**config.mk**
```make
export PLATFORM = sky130hd
export DESIGN_NAME = play_status_out
export DESIGN_NICKNAME = d
export VERILOG_FILES = /design/src/rtl/psg_pkg.sv /design/src/rtl/psg_play_state.sv /design/src/rtl/psg_stop_pulse.sv /design/src/rtl/psg_led_flash.sv /design/src/rtl/psg_pin_mux.sv /design/src/rtl/play_status_out.sv
export SDC_FILE = /design/constraint.sdc
export NUM_CORES = 1
export LEC_CHECK = 0
export ABC_CLOCK_PERIOD_IN_PS = 1600
export BUFFER_PORTS_ARGS = -buffer_cell sky130_fd_sc_hd__buf_2
export CAP_MARGIN = 5
export CORE_ASPECT_RATIO = 2
export CORE_UTILIZATION = 40
export DETAILED_ROUTE_END_ITERATION = 10
export GPL_TIMING_DRIVEN = 1
export HOLD_SLACK_MARGIN = 0.08
export PLACE_DENSITY_LB_ADDON = 0.3
export SYNTH_ARGS = -nofsm -noshare
export SYNTH_HDL_FRONTEND = slang
export SYNTH_SLANG_ARGS = --single-unit
```
**constraint.sdc**
```tcl
create_clock -name clk -period 1.6 [get_ports clk]
set_clock_uncertainty 0.05 [all_clocks]
set_input_delay 0.16 -clock clk [delete_from_list [all_inputs] [get_ports clk]]
set_output_delay 0.16 -clock clk [all_outputs]
set_load 0.01 [all_outputs]
```
**src/rtl/psg_pkg.sv**
```systemverilog
package psg_pkg;
  typedef enum logic [1:0] {
    MAP_LED_LED   = 2'd0,
    MAP_LED_STOP  = 2'd1,
    MAP_LED_BUSY  = 2'd2,
    MAP_STOP_BUSY = 2'd3
  } pin_map_e;

  typedef struct packed {
    logic busy;
    logic stop;
    logic led_a;
    logic led_b;
  } status_t;
endpackage

```
**src/rtl/psg_play_state.sv**
```systemverilog
module psg_play_state (
  input  logic clk,
  input  logic rst_n,
  input  logic play_start,
  input  logic play_end,
  input  logic stop_en,
  output logic busy,
  output logic stop_fire
);
  logic en_q;

  always_ff @(posedge clk or negedge rst_n) begin
    if (!rst_n) begin
      busy <= 1'b0;
      en_q <= 1'b0;
    end else if (play_start) begin
      busy <= 1'b1;
      en_q <= stop_en;
    end else if (play_end) begin
      busy <= 1'b0;
    end
  end

  // an end that is not overridden by a simultaneous start, during playback
  assign stop_fire = play_end & ~play_start & busy & en_q;
endmodule

```
**src/rtl/psg_stop_pulse.sv**
```systemverilog
module psg_stop_pulse #(
  parameter int STOP_TICKS = 512
) (
  input  logic clk,
  input  logic rst_n,
  input  logic tick,
  input  logic fire,
  input  logic cancel,
  output logic active
);
  localparam int CW = $clog2(STOP_TICKS + 1);
  localparam logic [CW-1:0] LAST = CW'(STOP_TICKS - 1);

  logic [CW-1:0] cnt;

  always_ff @(posedge clk or negedge rst_n) begin
    if (!rst_n) begin
      active <= 1'b0;
      cnt    <= '0;
    end else if (cancel) begin
      active <= 1'b0;
      cnt    <= '0;
    end else if (fire) begin
      active <= 1'b1;
      cnt    <= '0;
    end else if (active && tick) begin
      if (cnt == LAST) begin
        active <= 1'b0;
        cnt    <= '0;
      end else begin
        cnt <= cnt + 1'b1;
      end
    end
  end
endmodule

```
**src/rtl/psg_led_flash.sv**
```systemverilog
module psg_led_flash #(
  parameter int LED_HALF = 1333
) (
  input  logic clk,
  input  logic rst_n,
  input  logic tick,
  input  logic restart,
  input  logic busy,
  output logic led_a,
  output logic led_b
);
  localparam int CW = $clog2(LED_HALF + 1);
  localparam logic [CW-1:0] LAST = CW'(LED_HALF - 1);

  logic [CW-1:0] cnt;
  logic          phase;

  always_ff @(posedge clk or negedge rst_n) begin
    if (!rst_n) begin
      cnt   <= '0;
      phase <= 1'b0;
    end else if (restart || !busy) begin
      cnt   <= '0;
      phase <= 1'b0;
    end else if (tick) begin
      if (cnt == LAST) begin
        cnt   <= '0;
        phase <= ~phase;
      end else begin
        cnt <= cnt + 1'b1;
      end
    end
  end

  assign led_a = busy & phase;
  assign led_b = busy & ~phase;
endmodule

```
**src/rtl/psg_pin_mux.sv**
```systemverilog
module psg_pin_mux
  import psg_pkg::*;
(
  input  pin_map_e sel,
  input  status_t  st,
  output logic     pin_a,
  output logic     pin_b
);
  always_comb begin
    unique case (sel)
      MAP_LED_LED:   begin pin_a = st.led_b; pin_b = st.led_a; end
      MAP_LED_STOP:  begin pin_a = st.led_b; pin_b = st.stop;  end
      MAP_LED_BUSY:  begin pin_a = st.led_b; pin_b = st.busy;  end
      default:       begin pin_a = st.stop;  pin_b = st.busy;  end
    endcase
  end
endmodule

```
**src/rtl/play_status_out.sv**
```systemverilog
module play_status_out
  import psg_pkg::*;
#(
  parameter int STOP_TICKS = 512,
  parameter int LED_HALF   = 1333
) (
  input  logic       clk,
  input  logic       rst_n,
  input  logic       tick,
  input  logic       play_start,
  input  logic       play_end,
  input  logic       stop_en,
  input  logic [1:0] opt_map,
  output logic       pin_a,
  output logic       pin_b
);
  logic    busy_q;
  logic    stop_fire;
  logic    stop_act;
  logic    led_a;
  logic    led_b;
  status_t st;

  psg_play_state u_state (
    .clk(clk), .rst_n(rst_n), .play_start(play_start), .play_end(play_end),
    .stop_en(stop_en), .busy(busy_q), .stop_fire(stop_fire)
  );

  psg_stop_pulse #(.STOP_TICKS(STOP_TICKS)) u_stop (
    .clk(clk), .rst_n(rst_n), .tick(tick), .fire(stop_fire),
    .cancel(play_start), .active(stop_act)
  );

  psg_led_flash #(.LED_HALF(LED_HALF)) u_led (
    .clk(clk), .rst_n(rst_n), .tick(tick), .restart(play_start),
    .busy(busy_q), .led_a(led_a), .led_b(led_b)
  );

  assign st = '{busy: busy_q, stop: stop_act, led_a: led_a, led_b: led_b};

  psg_pin_mux u_mux (
    .sel(pin_map_e'(opt_map)), .st(st), .pin_a(pin_a), .pin_b(pin_b)
  );
endmodule

```
==> run_results.csv <==
group,metric,value,unit
worst_hold_path,whs_path_depth,2,
synthesis,async_flop_share,1.00,
timing,finalCritPeriodShare,0.994,
worst_setup_path,cp_max_fo,6,
timing,period_minus_slack,1.59,ns
timing,max_freq,629,MHz
cells_and_area,postLayoutCellArea,1700,sq um
worst_setup_path,timing.rr.start,"u_stop.cnt[1]",
synthesis,synth_seq_cells,25,
timing,hold_violations,0,
worst_hold_path,hp-start,"play_start",
pwr,combPwrFrac,0.107,
synthesis,yosysWarnings,0,
floorplan,core,3230,sq um
pwr,p_per_area,671,nW/um^2
synthesis,ys_seq_area_frac,0.451,
timing,setup_viol,0,
placed_design,dp_hpwl,2.34,mm
cells_and_area,seq_area,626,sq um
cells_and_area,syn_to_final_growth,22.4,%
run,cap_violations,0,
clock_network,htree_levels,1,
timing,drv_slew,0,
pwr,ir_worst_vdd,453,uV
cells_and_area,diodes,0,
cells_and_area,multi_input_area,751,sq um
synthesis,syn_area,1390,sq um
floorplan,die_x,43.6,um
pwr,power.internal,869,uW
placed_design,placed_area,1530,sq um
worst_setup_path,ff2ff_path_depth,5,
worst_setup_path,crit_required,1.70,ns
timing,fin_ws,0.00999,ns
synthesis,synth_fp_nets,155,
grt,grt_pass1_wl,5.33,mm
detailed_routing,drt_iter0_drc,22,
grt,antenna_found_initial,0,
clock_network,cts_buffers,3,
grt,grt_pass1_vias,1262,
worst_setup_path,cp.arrival,1.69,ns
synthesis,synth_area_per_cell,9.64,sq um
clock_network,cts_tree,"done",
cells_and_area,final_layout_size_suffix_gt1_frac,0.276,
detailed_routing,drc_errors,0,
timing,rsz0062_at_grt,"true",
timing,setup_tns,0,ns
pwr,total_leakage_power,0.735,nW
grt,grt_usage,0.186,
placed_design,gp_congestion,0.848,
timing,worst_pin_slew,0.568,ns
timing,max_slew_margin,0.621,
detailed_routing,drtPass1Iterations,4,
cells_and_area,fillers,304,
grt,grt_max_degree,26,
floorplan,die_h,85.3,um
synthesis,yosys_most_used_dff,"dfrtp_1",
detailed_routing,wire_per_inst,15.9,um
pwr,seq_power_share,0.570,
placed_design,numPortBuffers,9,
synthesis,synth-edff-count,0,
timing,whs,0.113,ns
run_status,status,"complete, no violations",
worst_setup_path,crit_path_end_kind,"flip-flop",
floorplan,pin_count,10,
clock_network,clk_latency,0.26,ns
floorplan,dieArea,3720,sq um
clock_network,cts.path.max_buffers,2,
clock_network,cts_root_buf,"clkbuf_8",
clock_network,path_clk_slew,0.08,ns
detailed_routing,drt-total-wl,3.25,mm
placed_design,post-place-ws,-0.0624,ns
worst_hold_path,min_path_type,"in2reg",
worst_setup_path,startpoint_type,"flip-flop",
pwr,clkPwrFrac,0.322,
grt,overflow,0,
detailed_routing,dr_total_vias,1204,
pwr,switching_share,0.237,
worst_setup_path,crit_start,"u_stop.cnt[1]",
pwr,p_switching,270,uW
synthesis,syn_inst,144,
floorplan,std_cell_rows,29,
detailed_routing,viasPerCell,5.87,
floorplan,start_util,0.430,
worst_setup_path,critical_path_class,"reg2reg",
clock_network,clock-sinks,25,
detailed_routing,ant_nets,0,
synthesis,synth_cell_type_count,39,
cells_and_area,finalNetCount,186,
## flip-flops by register name, summed over array words and instances, names as in the netlist
| register | flops |
|---|---|
| u_stop.active | 1 |
| u_led.phase | 1 |
| u_state.busy | 1 |
| u_state.en_q | 1 |
| u_led.cnt | 11 |
| u_stop.cnt | 10 |
## cells by family (layout without fill, tap and decap cells)
| group | Yosys count | in the layout | synth area share |
|---|---|---|---|
| multiplexers | 3 | 3 | 0.0234 |
| AO/OA/AOI/OAI | 22 | 22 | 0.112 |
| adder cells (fa/ha/maj) | 3 | 3 | 0.0271 |
| flip-flops | 25 | 25 | 0.451 |
| XOR/XNOR | 15 | 15 | 0.0947 |
| AND/OR/NAND/NOR | 64 | 64 | 0.245 |
| buffers and inverters | 12 | 42 | 0.0469 |
## cells in the mapped netlist, types with 3 or more instances
cell type / instances / area (sq um)
dfrtp_1: 25 / 626
nor2_1: 17 / 63.8
nand2_1: 13 / 48.8
xnor2_1: 13 / 114
nand3_1: 10 / 50.1
inv_1: 8 / 30.0
a21oi_1: 6 / 30.0
a211oi_1: 3 / 22.5
ha_1: 3 / 37.5
nand4_1: 3 / 18.8
nor3b_1: 3 / 22.5
o21ai_0: 3 / 15.0
## what timing repair did
item | 4_1_cts | 5_1_grt
setup buffers | 0 | 6
resized for setup | 3 | 11
setup endpoints to repair | 3 | 17
pin swaps | 2 | 16
endpoints found under the hold margin | 26 | 0
hold buffers | 2 | 0
## stage by stage
stage,power [mW],util,std cells
after global placement,0.772,0.475,193
final,1.14,0.526,205
after floorplan,0.729,-,144
after CTS,1.15,0.499,199
after global routing,1.19,0.526,205
after detailed placement,0.777,0.475,193
## power groups by stage
stage | Sequential (mW) | Clock [mW] | Combinational (mW)
5_1_grt | 0.651 | 0.407 | 0.135
4_1_cts | 0.650 | 0.382 | 0.119
2_1_floorplan | 0.662 | 0 | 0.0674
3_3_place_gp | 0.662 | 0 | 0.111
6_report | 0.650 | 0.367 | 0.122
3_5_place_dp | 0.662 | 0 | 0.114
## worst paths after layout
| kind | endpoint | slack [ns] |
|---|---|---|
| min in group asynchronous | u_stop.cnt[9] | 0.36 |
| hold / removal | u_led.phase | 0.11 |
| max in group asynchronous | u_led.cnt[3] | 0.76 |
| setup / recovery | u_stop.cnt[5] | 0.01 |
| hold reg to reg | u_state.en_q | 0.52 |
| setup reg to reg | u_stop.cnt[5] | 0.01 |
## area by class of cell
type,instances,share of cell area
Inverter,8,0.0177
Clock buffer,4,0.0265
Multi-Input combinational cell,107,0.442
Timing Repair Buffer,30,0.122
Tap cell,31,0.0228
Sequential cell,25,0.368
## layout by cell type, fill, tap and decap left out, drive strengths merged, types with 4 or more instances in the layout
| cell | netlist | routed |
|---|---|---|
| buf | 4 | 28 |
| dfrtp | 25 | 25 |
| nor2 | 17 | 17 |
| nand2 | 14 | 14 |
| xnor2 | 13 | 13 |
| nand3 | 10 | 10 |
| inv | 8 | 8 |
| a21oi | 6 | 6 |
| nand4 | 4 | 4 |
| clkbuf | 0 | 4 |
| o21ai | 4 | 4 |
## metal layers
layer  global-route usage  wire, um  up-vias
met1                0.177      1130      617
li1                     -         -      565
met3               0.0213        67        6
met4               0.0739        70        0
met2                0.372      1990       16
met5                    0         0        -
## worst max-delay path: stages, from the launching register on
cell     delay [ns]
dfrtp_1        0.38
ha_2           0.21
nand2_2        0.06
or4_4          0.46
o21ai_4        0.25
nor2_1         0.07
(Power assumes the default switching activity.)
